===== config.mk =====
export PLATFORM = sky130hd
export DESIGN_NAME = dual_lane_sat_shifter
export DESIGN_NICKNAME = d
export VERILOG_FILES = /design/src/rtl/dlsh_pkg.sv /design/src/rtl/dlsh_lane.sv /design/src/rtl/dual_lane_sat_shifter.sv
export SDC_FILE = /design/constraint.sdc
export NUM_CORES = 1
export LEC_CHECK = 0
export ABC_AREA = 1
export BUFFER_PORTS_ARGS = -buffer_cell sky130_fd_sc_hd__clkbuf_2
export CORE_MARGIN = 8
export CORE_UTILIZATION = 60
export CTS_BUF_LIST = sky130_fd_sc_hd__clkbuf_16
export CTS_CLUSTER_DIAMETER = 120
export CTS_CLUSTER_SIZE = 40
export DETAILED_ROUTE_END_ITERATION = 16
export PLACE_DENSITY = 0.87
export SLEW_MARGIN = 20
export SYNTH_ARGS = -nofsm -noshare
export SYNTH_HDL_FRONTEND = slang
export SYNTH_SLANG_ARGS = --single-unit

===== constraint.sdc =====
create_clock -name clk -period 5.6 [get_ports clk]
set_clock_uncertainty 0.2 [all_clocks]
set_input_delay 0.28 -clock clk [delete_from_list [all_inputs] [get_ports clk]]
set_output_delay 0.28 -clock clk [all_outputs]
set_load 0.01 [all_outputs]

===== src/rtl/dlsh_pkg.sv =====
package dlsh_pkg;
    localparam int unsigned LANE_W_DEF = 16;
    localparam int unsigned LANES_DEF  = 2;
    localparam int unsigned AMT_W_DEF  = 4;

    typedef enum logic {
        DIR_LEFT  = 1'b0,
        DIR_RIGHT = 1'b1
    } shift_dir_e;
endpackage


===== src/rtl/dlsh_lane.sv =====
module dlsh_lane #(
    parameter int unsigned LANE_W = 16,
    parameter int unsigned AMT_W  = 4
) (
    input  logic [LANE_W-1:0] lane_in,
    input  logic              go_right,
    input  logic [AMT_W-1:0]  amt,
    output logic [LANE_W-1:0] lane_out,
    output logic              clamped
);
    localparam int unsigned WIDE_W = 2 * LANE_W;

    logic              sgn;
    logic [WIDE_W-1:0] ext;
    logic [WIDE_W-1:0] lsh;
    logic [LANE_W:0]   head;
    logic              lost;
    logic [LANE_W-1:0] rsh;
    logic [LANE_W-1:0] sat_val;

    always_comb begin
        sgn     = lane_in[LANE_W-1];
        ext     = {{LANE_W{sgn}}, lane_in};
        lsh     = ext << amt;
        head    = lsh[WIDE_W-1:LANE_W-1];
        lost    = (head != {(LANE_W+1){sgn}});
        rsh     = $signed(lane_in) >>> amt;
        sat_val = sgn ? {1'b1, {(LANE_W-1){1'b0}}} : {1'b0, {(LANE_W-1){1'b1}}};
        if (go_right) begin
            lane_out = rsh;
            clamped  = 1'b0;
        end else if (lost) begin
            lane_out = sat_val;
            clamped  = 1'b1;
        end else begin
            lane_out = lsh[LANE_W-1:0];
            clamped  = 1'b0;
        end
    end
endmodule


===== src/rtl/dual_lane_sat_shifter.sv =====
module dual_lane_sat_shifter
    import dlsh_pkg::*;
#(
    parameter int unsigned LANE_W = LANE_W_DEF,
    parameter int unsigned LANES  = LANES_DEF,
    parameter int unsigned AMT_W  = AMT_W_DEF
) (
    input  logic                      clk,
    input  logic                      rst,
    input  logic                      in_valid,
    input  logic                      in_dir,
    input  logic [AMT_W-1:0]          in_amt,
    input  logic [LANES*LANE_W-1:0]   in_word,
    output logic                      out_valid,
    output logic [LANES*LANE_W-1:0]   out_word,
    output logic [LANES-1:0]          out_ovf
);
    localparam int unsigned WORD_W = LANES * LANE_W;

    typedef struct packed {
        logic              valid;
        logic [WORD_W-1:0] word;
        logic [LANES-1:0]  ovf;
    } stage_t;

    stage_t            st_d;
    stage_t            st_q;
    logic [WORD_W-1:0] shf_word;
    logic [LANES-1:0]  shf_ovf;
    logic              go_right;

    assign go_right = (shift_dir_e'(in_dir) == DIR_RIGHT);

    for (genvar g = 0; g < LANES; g++) begin : g_lane
        dlsh_lane #(
            .LANE_W (LANE_W),
            .AMT_W  (AMT_W)
        ) u_lane (
            .lane_in  (in_word[g*LANE_W +: LANE_W]),
            .go_right (go_right),
            .amt      (in_amt),
            .lane_out (shf_word[g*LANE_W +: LANE_W]),
            .clamped  (shf_ovf[g])
        );
    end

    always_comb begin
        st_d       = st_q;
        st_d.valid = in_valid;
        if (in_valid) begin
            st_d.word = shf_word;
            st_d.ovf  = shf_ovf;
        end
    end

    always_ff @(posedge clk) begin
        if (rst) begin
            st_q <= '0;
        end else begin
            st_q <= st_d;
        end
    end

    assign out_valid = st_q.valid;
    assign out_word  = st_q.word;
    assign out_ovf   = st_q.ovf;
endmodule



==> key figures, run 1 <==
Timing
  • RSZ-0062 raised after global routing: no
  • Final Max Tran Viols: 0
  • FMAX: 308 MHz
  • Final worst setup slack: 2.36 ns
  • Max-slew headroom: 41.5%
  • Crit path time final: 3.24 ns
  • Least-Margin Pin Slew: 0.876 ns
  • Tcrit/Tclk final: 57.9%
  • Hold Violations, Final: 0
  • Setup_tns: 0 ns
  • Endpoints failing setup: 0

Floorplanning
  • DIE HEIGHT: 102 um
  • Die area: 0.0104 mm^2
  • Initial Utilization: 61.8%
  • FP Rows: 31
  • Die Width: 102 um
  • Io pins: 75
  • Placeable Area: 0.00721 mm^2

Setup path
  • Critical path origin: in_amt[3]
  • Arrival @ worst endpoint: 3.20 ns
  • Req. time, crit path: 5.56 ns
  • Worst setup SP type: input pin
  • Critical Path End Type: flop
  • CP Class: input pin to flop
  • R2r startpoint: out_word[17]$_SDFFE_PP0P_
  • Crit-path max FO: 46
  • R2r worst-path depth: 4

GRT
  • Initial antenna violation count: 0
  • Grt ovf: 0
  • First-pass GRT wire length: 23700 um
  • GRT Util Overall: 27.1%
  • Vias in the first global route: 5161
  • Largest net degree at the start of global routing: 74

Worst hold path
  • Number of cells on the worst hold path: 3
  • HP Class: input pin to flop
  • Min-Delay Startpoint: in_word[15]

Logic synthesis
  • Cell variety after synth: 34
  • Asr flop ratio synth: 0%
  • Mapped cell area: 0.00446 mm^2
  • Number of synthesized flops with an enable pin: 0
  • Sequential fraction of the synthesis area: 15.7%
  • Syn Inst Count: 866
  • Number of synthesized register bits: 35
  • Average size of a mapped cell: 5.14 um^2
  • Top FF cell, synth: dfxtp_1
  • Synth Warn #: 0
  • Syn_nets: 906

Pwr
  • Power Dens Cells: 191 mW/mm^2
  • Peak supply drop: 0.127 mV
  • Switching share of power: 40.3%
  • Pwr Total: 0.000925 W
  • Sequential Power Share: 30.0%
  • Switching power: 0.000373 W
  • LEAKAGE: 2.48 nW
  • Gate power share: 42.6%
  • Internal power: 0.000552 W
  • Clk pwr share: 27.4%

Cells and area
  • Nets: 931
  • Layout cells sized above 1: 11.3%
  • Fin util: 67.1%
  • Post-Layout Cell Count: 990
  • ANT cells: 0
  • Commonest cells after routing, fill and taps aside: 310 x nand2_1, 181 x nand3_1, 93 x o21ai_0, 74 x clkbuf_2, 71 x nor2_1
  • Most common cell after layout, fill and taps aside: nand2_1
  • Fill count: 730
  • Area grow syn2layout: 8.59%

Drt
  • Drc violations: 0
  • Via density: 5.98
  • Routed length per instance: 14.2 um
  • Vias: 5918
  • Drt first pass iters: 6
  • Routed WL: 14100 um
  • DR iter-0 viols: 683
  • Post-route ant nets: 0

CTS
  • Longest Clk Path Bufs: 2
  • Clock sink count: 35
  • Clk root buf: clkbuf_16
  • Clock buffer count from CTS: 5
  • Number of gates resized after CTS: 0
  • Postcts setup bufs: 0
  • Hold Buf Count CTS: 0
  • Worst skew pair latency: 0.27 ns
  • # H-tree levels: 2
  • TritonCTS clock tree: done
  • Worst-path clk slew: 0.05 ns

Job
  • Max-cap viol count: 0

Place
  • I/O Buffers: 74
  • Setup slack after placement: 1.96 ns
  • Placed insts: 983
  • Hpwl dp: 10400 um
  • Routability cong.: 0.969

Outcome
  • Status: complete, no violations
## worst max-delay path, stage by stage
cell      delay (ns)
clkbuf_2        0.48
inv_1           0.81
buf_4           0.42
nand3_1         0.11
nand2_1         0.10
inv_1           0.04
nand2_1         0.06
nand3_2         0.14
nor2_8          0.20
nand2_4         0.09
nand3_2         0.10
nand2_4         0.10
nor2_1          0.18
nor2_1          0.07
## layout make-up
| class | instances | area (um^2) | share of cell area [%] |
|---|---|---|---|
| timing repair buffer | 78 | 400 | 8.28 |
| tap | 99 | 124 | 2.56 |
| sequential | 35 | 701 | 14.5 |
| clock inverter | 2 | 8.76 | 0.181 |
| multi-input combinational | 741 | 3370 | 69.6 |
| clock buffer | 5 | 125 | 2.59 |
| inverter | 30 | 114 | 2.35 |
## routing by layer
metal / share of wire (%) / track usage (%)
met5: 0 / 0
met4: 1.1 / 7.00
met3: 13 / 5.18
met1: 44 / 38.2
met2: 42 / 40.7
## power by group through the flow
stage               clock (W)  combinational (W)  sequential [W]
floorplan                   0           0.000277        0.000291
global placement            0           0.000376        0.000281
detailed placement          0           0.000380        0.000282
CTS                  0.000253           0.000383        0.000277
global route         0.000264           0.000441        0.000280
finish               0.000253           0.000394        0.000277
## stage by stage
step | cell area (um^2) | hold slack [ns]
2_1_floorplan | 4460 | 0.286
3_3_place_gp | 4700 | 0.251
3_5_place_dp | 4700 | 0.256
4_1_cts | 4840 | 0.221
5_1_grt | 4840 | 0.284
6_report | 4840 | 0.256
## worst paths after layout
kind	endpoint	slack, ns
max	out_word[29]$_SDFFE_PP0P_	2.36
min reg2reg	out_word[0]$_SDFFE_PP0P_	0.27
max reg2reg	out_word[17]$_SDFFE_PP0P_	4.67
min	out_word[15]$_SDFFE_PP0P_	0.26
## state kept, by name, indices dropped and copies added, names as in the netlist
| register | cells |
|---|---|
| out_valid | 1 |
| out_ovf | 2 |
| out_word | 32 |
## cells in the mapped netlist, types with 6 or more instances
library cell,n,area [um^2]
nand2_1,310,1160
nand3_1,181,906
o21ai_0,93,465
nor2_1,71,267
a21oi_1,36,180
dfxtp_1,35,701
clkbuf_1,27,101
inv_1,27,101
buf_2,14,70.1
buf_1,12,45.0
and2_1,7,43.8
a31oi_1,6,37.5
o21ai_1,6,30.0
## cells by family (layout without fill, tap and decap cells)
family,count (synthesis),after routing,synth area share [%]
flip-flops,35,35,15.7
AND/OR/NAND/NOR,585,585,56.7
AO/OA/AOI/OAI,154,154,18.4
multiplexers,2,2,0.477
buffers and inverters,90,115,8.73
Note: power is estimated with default switching activity, not from simulation.
==> run 2: changes to the inputs <==
- CORE_UTILIZATION: 60 -> 58
- PLACE_DENSITY: 0.87 -> 0.85
- clock period: 5.6 -> 3.27 ns (I/O delays scaled with it)
==> key figures, run 2 (synthesis results as in run 1) <==
GRT
  • Initial antenna violation count: 0
  • Vias in the first global route: 5029
  • GRT Util Overall: 25.0%
  • First-pass GRT wire length: 23700 um
  • Largest net degree at the start of global routing: 66
  • Grt ovf: 0

Timing
  • FMAX: 415 MHz
  • Final Max Tran Viols: 0
  • Crit path time final: 2.41 ns
  • Endpoints failing setup: 0
  • Least-Margin Pin Slew: 0.646 ns
  • Tcrit/Tclk final: 73.8%
  • RSZ-0062 raised after global routing: no
  • Setup_tns: 0 ns
  • Max-slew headroom: 56.9%
  • Hold Violations, Final: 0

Outcome
  • Status: complete, no violations

Worst hold path
  • HP Class: input pin to flop

Pwr
  • Power Dens Cells: 325 mW/mm^2
  • Switching share of power: 40.3%
  • Internal power: 0.000955 W
  • Sequential Power Share: 29.7%
  • Gate power share: 42.7%
  • Peak supply drop: 0.222 mV
  • Clk pwr share: 27.6%
  • LEAKAGE: 2.53 nW
  • Switching power: 0.000644 W

Floorplanning
  • Die area: 0.0107 mm^2
  • Die Width: 104 um
  • Initial Utilization: 58.9%
  • DIE HEIGHT: 104 um
  • Io pins: 75
  • FP Rows: 32
  • Placeable Area: 0.00757 mm^2

Drt
  • Drc violations: 0
  • Routed length per instance: 14.0 um
  • Post-route ant nets: 0
  • Drt first pass iters: 5
  • DR iter-0 viols: 833
  • Via density: 5.85
  • Routed WL: 14000 um
  • Vias: 5865

Cells and area
  • Area grow syn2layout: 10.6%
  • Nets: 941
  • Most common cell after layout, fill and taps aside: nand2_1
  • ANT cells: 0
  • Post-Layout Cell Count: 1003
  • Layout cells sized above 1: 12.2%
  • Max reg flops: 32
  • Commonest cells after routing, fill and taps aside: 310 x nand2_1, 181 x nand3_1, 93 x o21ai_0, 74 x clkbuf_2, 71 x nor2_1
  • Fill count: 808

CTS
  • Clock sink count: 35
  • Clock buffer count from CTS: 5
  • Worst-path clk slew: 0.05 ns
  • # H-tree levels: 2
  • Hold Buf Count CTS: 0
  • Longest Clk Path Bufs: 2
  • TritonCTS clock tree: done
  • Postcts setup bufs: 0
  • Clk root buf: clkbuf_16
  • Number of gates resized after CTS: 0
  • Worst skew pair latency: 0.27 ns

Setup path
  • Req. time, crit path: 3.21 ns
  • Arrival @ worst endpoint: 2.35 ns
  • Critical Path End Type: flop
  • Crit-path max FO: 65
  • CP Class: input pin to flop
  • Worst setup SP type: input pin

Place
  • Routability cong.: 1.04
  • I/O Buffers: 74
  • Placed insts: 996
  • Hpwl dp: 10600 um

Job
  • Max-cap viol count: 0
[run 2: cell count changes in the layout (fill, tap and decap cells not counted)]
cell	previous run	this run
buf_12	0	1
clkinv_2	2	1
buf_4	4	13
inv_1	26	27
[run 2: worst max-delay path, cell delays in order]
cell      delay, ns
clkbuf_2       0.25
inv_1          0.17
buf_12         0.26
nand3_1        0.14
nand3_1        0.15
nand3_1        0.10
nand2_1        0.11
nand3_1        0.13
a21oi_4        0.25
nand2_2        0.13
nand2_1        0.16
nand3_1        0.09
nand2_1        0.12
a21oi_1        0.09
[run 2: final cells by class]
| class | count | area (um^2) | area share [%] |
|---|---|---|---|
| multi-input cells | 741 | 3370 | 68.3 |
| flip-flops and latches | 35 | 701 | 14.2 |
| repair buffers | 88 | 488 | 9.90 |
| well taps | 102 | 128 | 2.59 |
| clock buffers | 5 | 125 | 2.54 |
| inverters | 30 | 113 | 2.28 |
| clock inverters | 2 | 8.76 | 0.178 |
[run 2: path summary, 6_finish.rpt]
kind / from / to / slack, ns / cells after the start
worst max-delay path: in_amt[1] / out_word[7]$_SDFFE_PP0P_ / 0.86 / 14
worst min-delay path: in_word[15] / out_word[15]$_SDFFE_PP0P_ / 0.14 / 3
worst max register to register: out_word[7]$_SDFFE_PP0P_ / out_word[7]$_SDFFE_PP0P_ / 2.35 / 2
worst min register to register: out_ovf[1]$_SDFFE_PP0P_ / out_ovf[1]$_SDFFE_PP0P_ / 0.26 / 2
[run 2: metrics by stage]
stage	cell area, um^2	utilization, %	hold WS, ns	power, W	setup WS [ns]
2_1_floorplan	4460	-	0.179	0.000973	1.20
3_3_place_gp	4790	63.4	0.250	0.00114	0.683
3_5_place_dp	4790	63.4	0.258	0.00114	0.630
4_1_cts	4930	65.1	0.136	0.00159	0.913
5_1_grt	4930	65.1	0.176	0.00171	0.533
6_report	4930	65.1	0.143	0.00160	0.858
[run 2: metal layers]
layer | wire (um) | vias to the layer above | share of wire [%] | GRT usage (%)
li1 | - | 2967 | - | -
met1 | 6450 | 2538 | 46 | 36.4
met2 | 5800 | 340 | 41 | 36.0
met3 | 1550 | 20 | 11 | 4.71
met4 | 214 | 0 | 1.5 | 6.93
met5 | 0 | - | 0 | 0
[run 2: power groups by stage]
stage | sequential [W] | clock, W | combinational (W)
final | 0.000475 | 0.000441 | 0.000683
after detailed placement | 0.000483 | 0 | 0.000661
after CTS | 0.000475 | 0.000444 | 0.000666
after global routing | 0.000479 | 0.000468 | 0.000763
after global placement | 0.000482 | 0 | 0.000657
after floorplan | 0.000498 | 0 | 0.000475
==> run 3: changes to the inputs <==
- CORE_UTILIZATION: 58 -> 53
- PLACE_DENSITY: 0.85 -> 0.82
- clock period: 3.27 -> 2.08 ns (I/O delays scaled with it)
==> key figures, run 3 (synthesis results as in run 1) <==
Place
  • I/O Buffers: 74
  • DP Area: 0.00551 mm^2
  • Routability cong.: 0.997
  • Placed insts: 1086
  • Hpwl dp: 12100 um

Timing
  • Final Max Tran Viols: 0
  • Setup_tns: 0 ns
  • Crit path time final: 2.06 ns
  • FMAX: 485 MHz
  • Max-slew headroom: 50.9%
  • Least-Margin Pin Slew: 0.736 ns
  • Hold Violations, Final: 0
  • Endpoints failing setup: 0
  • Tcrit/Tclk final: 99.1%

Outcome
  • Status: complete, no violations

GRT
  • Initial antenna violation count: 0
  • GRT Util Overall: 26.0%
  • Grt ovf: 0
  • Largest net degree at the start of global routing: 53
  • Vias in the first global route: 5428
  • First-pass GRT wire length: 25600 um

CTS
  • Clk root buf: clkbuf_16
  • Hold Buf Count CTS: 0
  • Worst-path clk slew: 0.05 ns
  • # H-tree levels: 2
  • Clock buffer count from CTS: 5
  • Worst skew pair latency: 0.27 ns
  • TritonCTS clock tree: done
  • Clock sink count: 35
  • Longest Clk Path Bufs: 2

Floorplanning
  • Placeable Area: 0.00818 mm^2
  • DIE HEIGHT: 108 um
  • Die area: 0.0116 mm^2
  • Io pins: 75
  • FP Rows: 33
  • Initial Utilization: 54.5%
  • Die Width: 108 um

Cells and area
  • Commonest cells after routing, fill and taps aside: 274 x nand2_1, 150 x nand3_1, 93 x o21ai_0, 93 x buf_4, 73 x clkbuf_2
  • Most common cell after layout, fill and taps aside: nand2_1
  • Finished Cell Area: 0.00615 mm^2
  • Nets: 1037
  • ANT cells: 0
  • Max reg flops: 32
  • Fill count: 676
  • Post-Layout Cell Count: 1102
  • Layout cells sized above 1: 28.6%
  • Area grow syn2layout: 38.1%

Drt
  • Via density: 6.07
  • Drt first pass iters: 8
  • DR iter-0 viols: 902
  • Routed WL: 17400 um
  • Post-route ant nets: 0
  • Vias: 6685
  • Routed length per instance: 15.7 um
  • Drc violations: 0

Setup path
  • Crit-path max FO: 7
  • Most frequent CP cell: nand2_1
  • RR Endpoint: out_word[17]$_SDFFE_PP0P_
  • Slowest cell on the critical path: nor2_4
  • Critical Path End Type: flop
  • R2r worst-path depth: 4
  • Arrival @ worst endpoint: 2.06 ns
  • CP Class: input pin to flop
  • Buf+Inv Stages, Crit Path: 3
  • Delay-heaviest family, CP: simple AND/OR/NAND/NOR gates
  • Cells along the critical path: buf_6 > clkinv_8 > buf_12 > nand2_2 > nand2_1 > nand2_2 > nand2_2 > nand2_1 > nand2_1 > nor2_1 > nand3_1 > nand2_1 > nand3_2 > nand2_2 > nand2_4 > nor2_4 > nand2_1 > nand2_1 > nor2_1 > nor2_1
  • Worst setup SP type: input pin
  • CP peak stage delay: 0.19 ns
  • Req. time, crit path: 2.08 ns
  • R2r startpoint: out_word[17]$_SDFFE_PP0P_
  • R2r setup slk: 1.16 ns

Worst hold path
  • Hold EP: out_word[4]$_SDFFE_PP0P_
  • HP Class: input pin to flop
  • Number of cells on the worst hold path: 3
  • Min-Delay Startpoint: rst

Pwr
  • Power Dens Cells: 468 mW/mm^2
  • LEAKAGE: 3.12 nW
  • Peak supply drop: 0.298 mV

Job
  • Max-cap viol count: 0
run 3: worst reg2reg max path: stages (launching register included):
cell     delay [ns]
dfxtp_1        0.31
nor2_1         0.11
nor2_1         0.05
o21ai_1        0.08
inv_1          0.05
run 3: power breakdown:
group	leakage, nW	switching (W)	internal, W	total, W
combinational	2.77	0.000877	0.000563	0.00144
sequential	0.290	0.0000260	0.000723	0.000748
clock	0.0671	0.000261	0.000430	0.000691
run 3: layout make-up:
class	count	area, um^2	area share (%)
Sequential cell	35	701	11.4
Clock buffer	5	125	2.03
Tap cell	105	131	2.14
Timing Repair Buffer	182	1340	21.8
Multi-Input combinational cell	743	3720	60.4
Clock inverter	2	8.76	0.142
Inverter	30	128	2.07
run 3: worst max-delay path by stage:
stage	from	endpoint	slack, ns	depth (start not counted)
after floorplan	in_amt[1]	out_word[17]$_SDFFE_PP0P_	0.07	16
after global placement	in_amt[0]	out_word[21]$_SDFFE_PP0P_	-0.13	18
after detailed placement	in_amt[0]	out_word[3]$_SDFFE_PP0P_	-0.18	20
after CTS	in_amt[0]	out_word[20]$_SDFFE_PP0P_	0.09	18
after global routing	in_amt[0]	out_word[8]$_SDFFE_PP0P_	-0.11	17
final	in_amt[0]	out_word[8]$_SDFFE_PP0P_	0.02	20
run 3: per-stage QoR:
step | utilization, % | total power [W] | worst slack, ns | hold slack, ns
floorplan | - | 0.00153 | 0.0692 | 0.119
global placement | 67.4 | 0.00197 | -0.131 | 0.251
detailed placement | 67.4 | 0.00199 | -0.185 | 0.254
CTS | 69.1 | 0.00268 | 0.0864 | 0.0581
global route | 75.2 | 0.00304 | -0.115 | 0.0955
finish | 75.2 | 0.00288 | 0.0188 | 0.0594
run 3: repair_timing:
item                                    in CTS  in global routing
resized for setup                            0                106
hold endpoints to repair                     0                  0
endpoints found under the setup margin       0                 32
setup buffers                                0                  5
run 3: routing by layer:
layer / global-route usage [%] / part of all wire, % / routed length [um]
met1: 36.8 / 40 / 7010
met2: 39.8 / 44 / 7680
met3: 3.35 / 13 / 2180
met4: 7.53 / 2.7 / 477
met5: 0 / 0 / 0
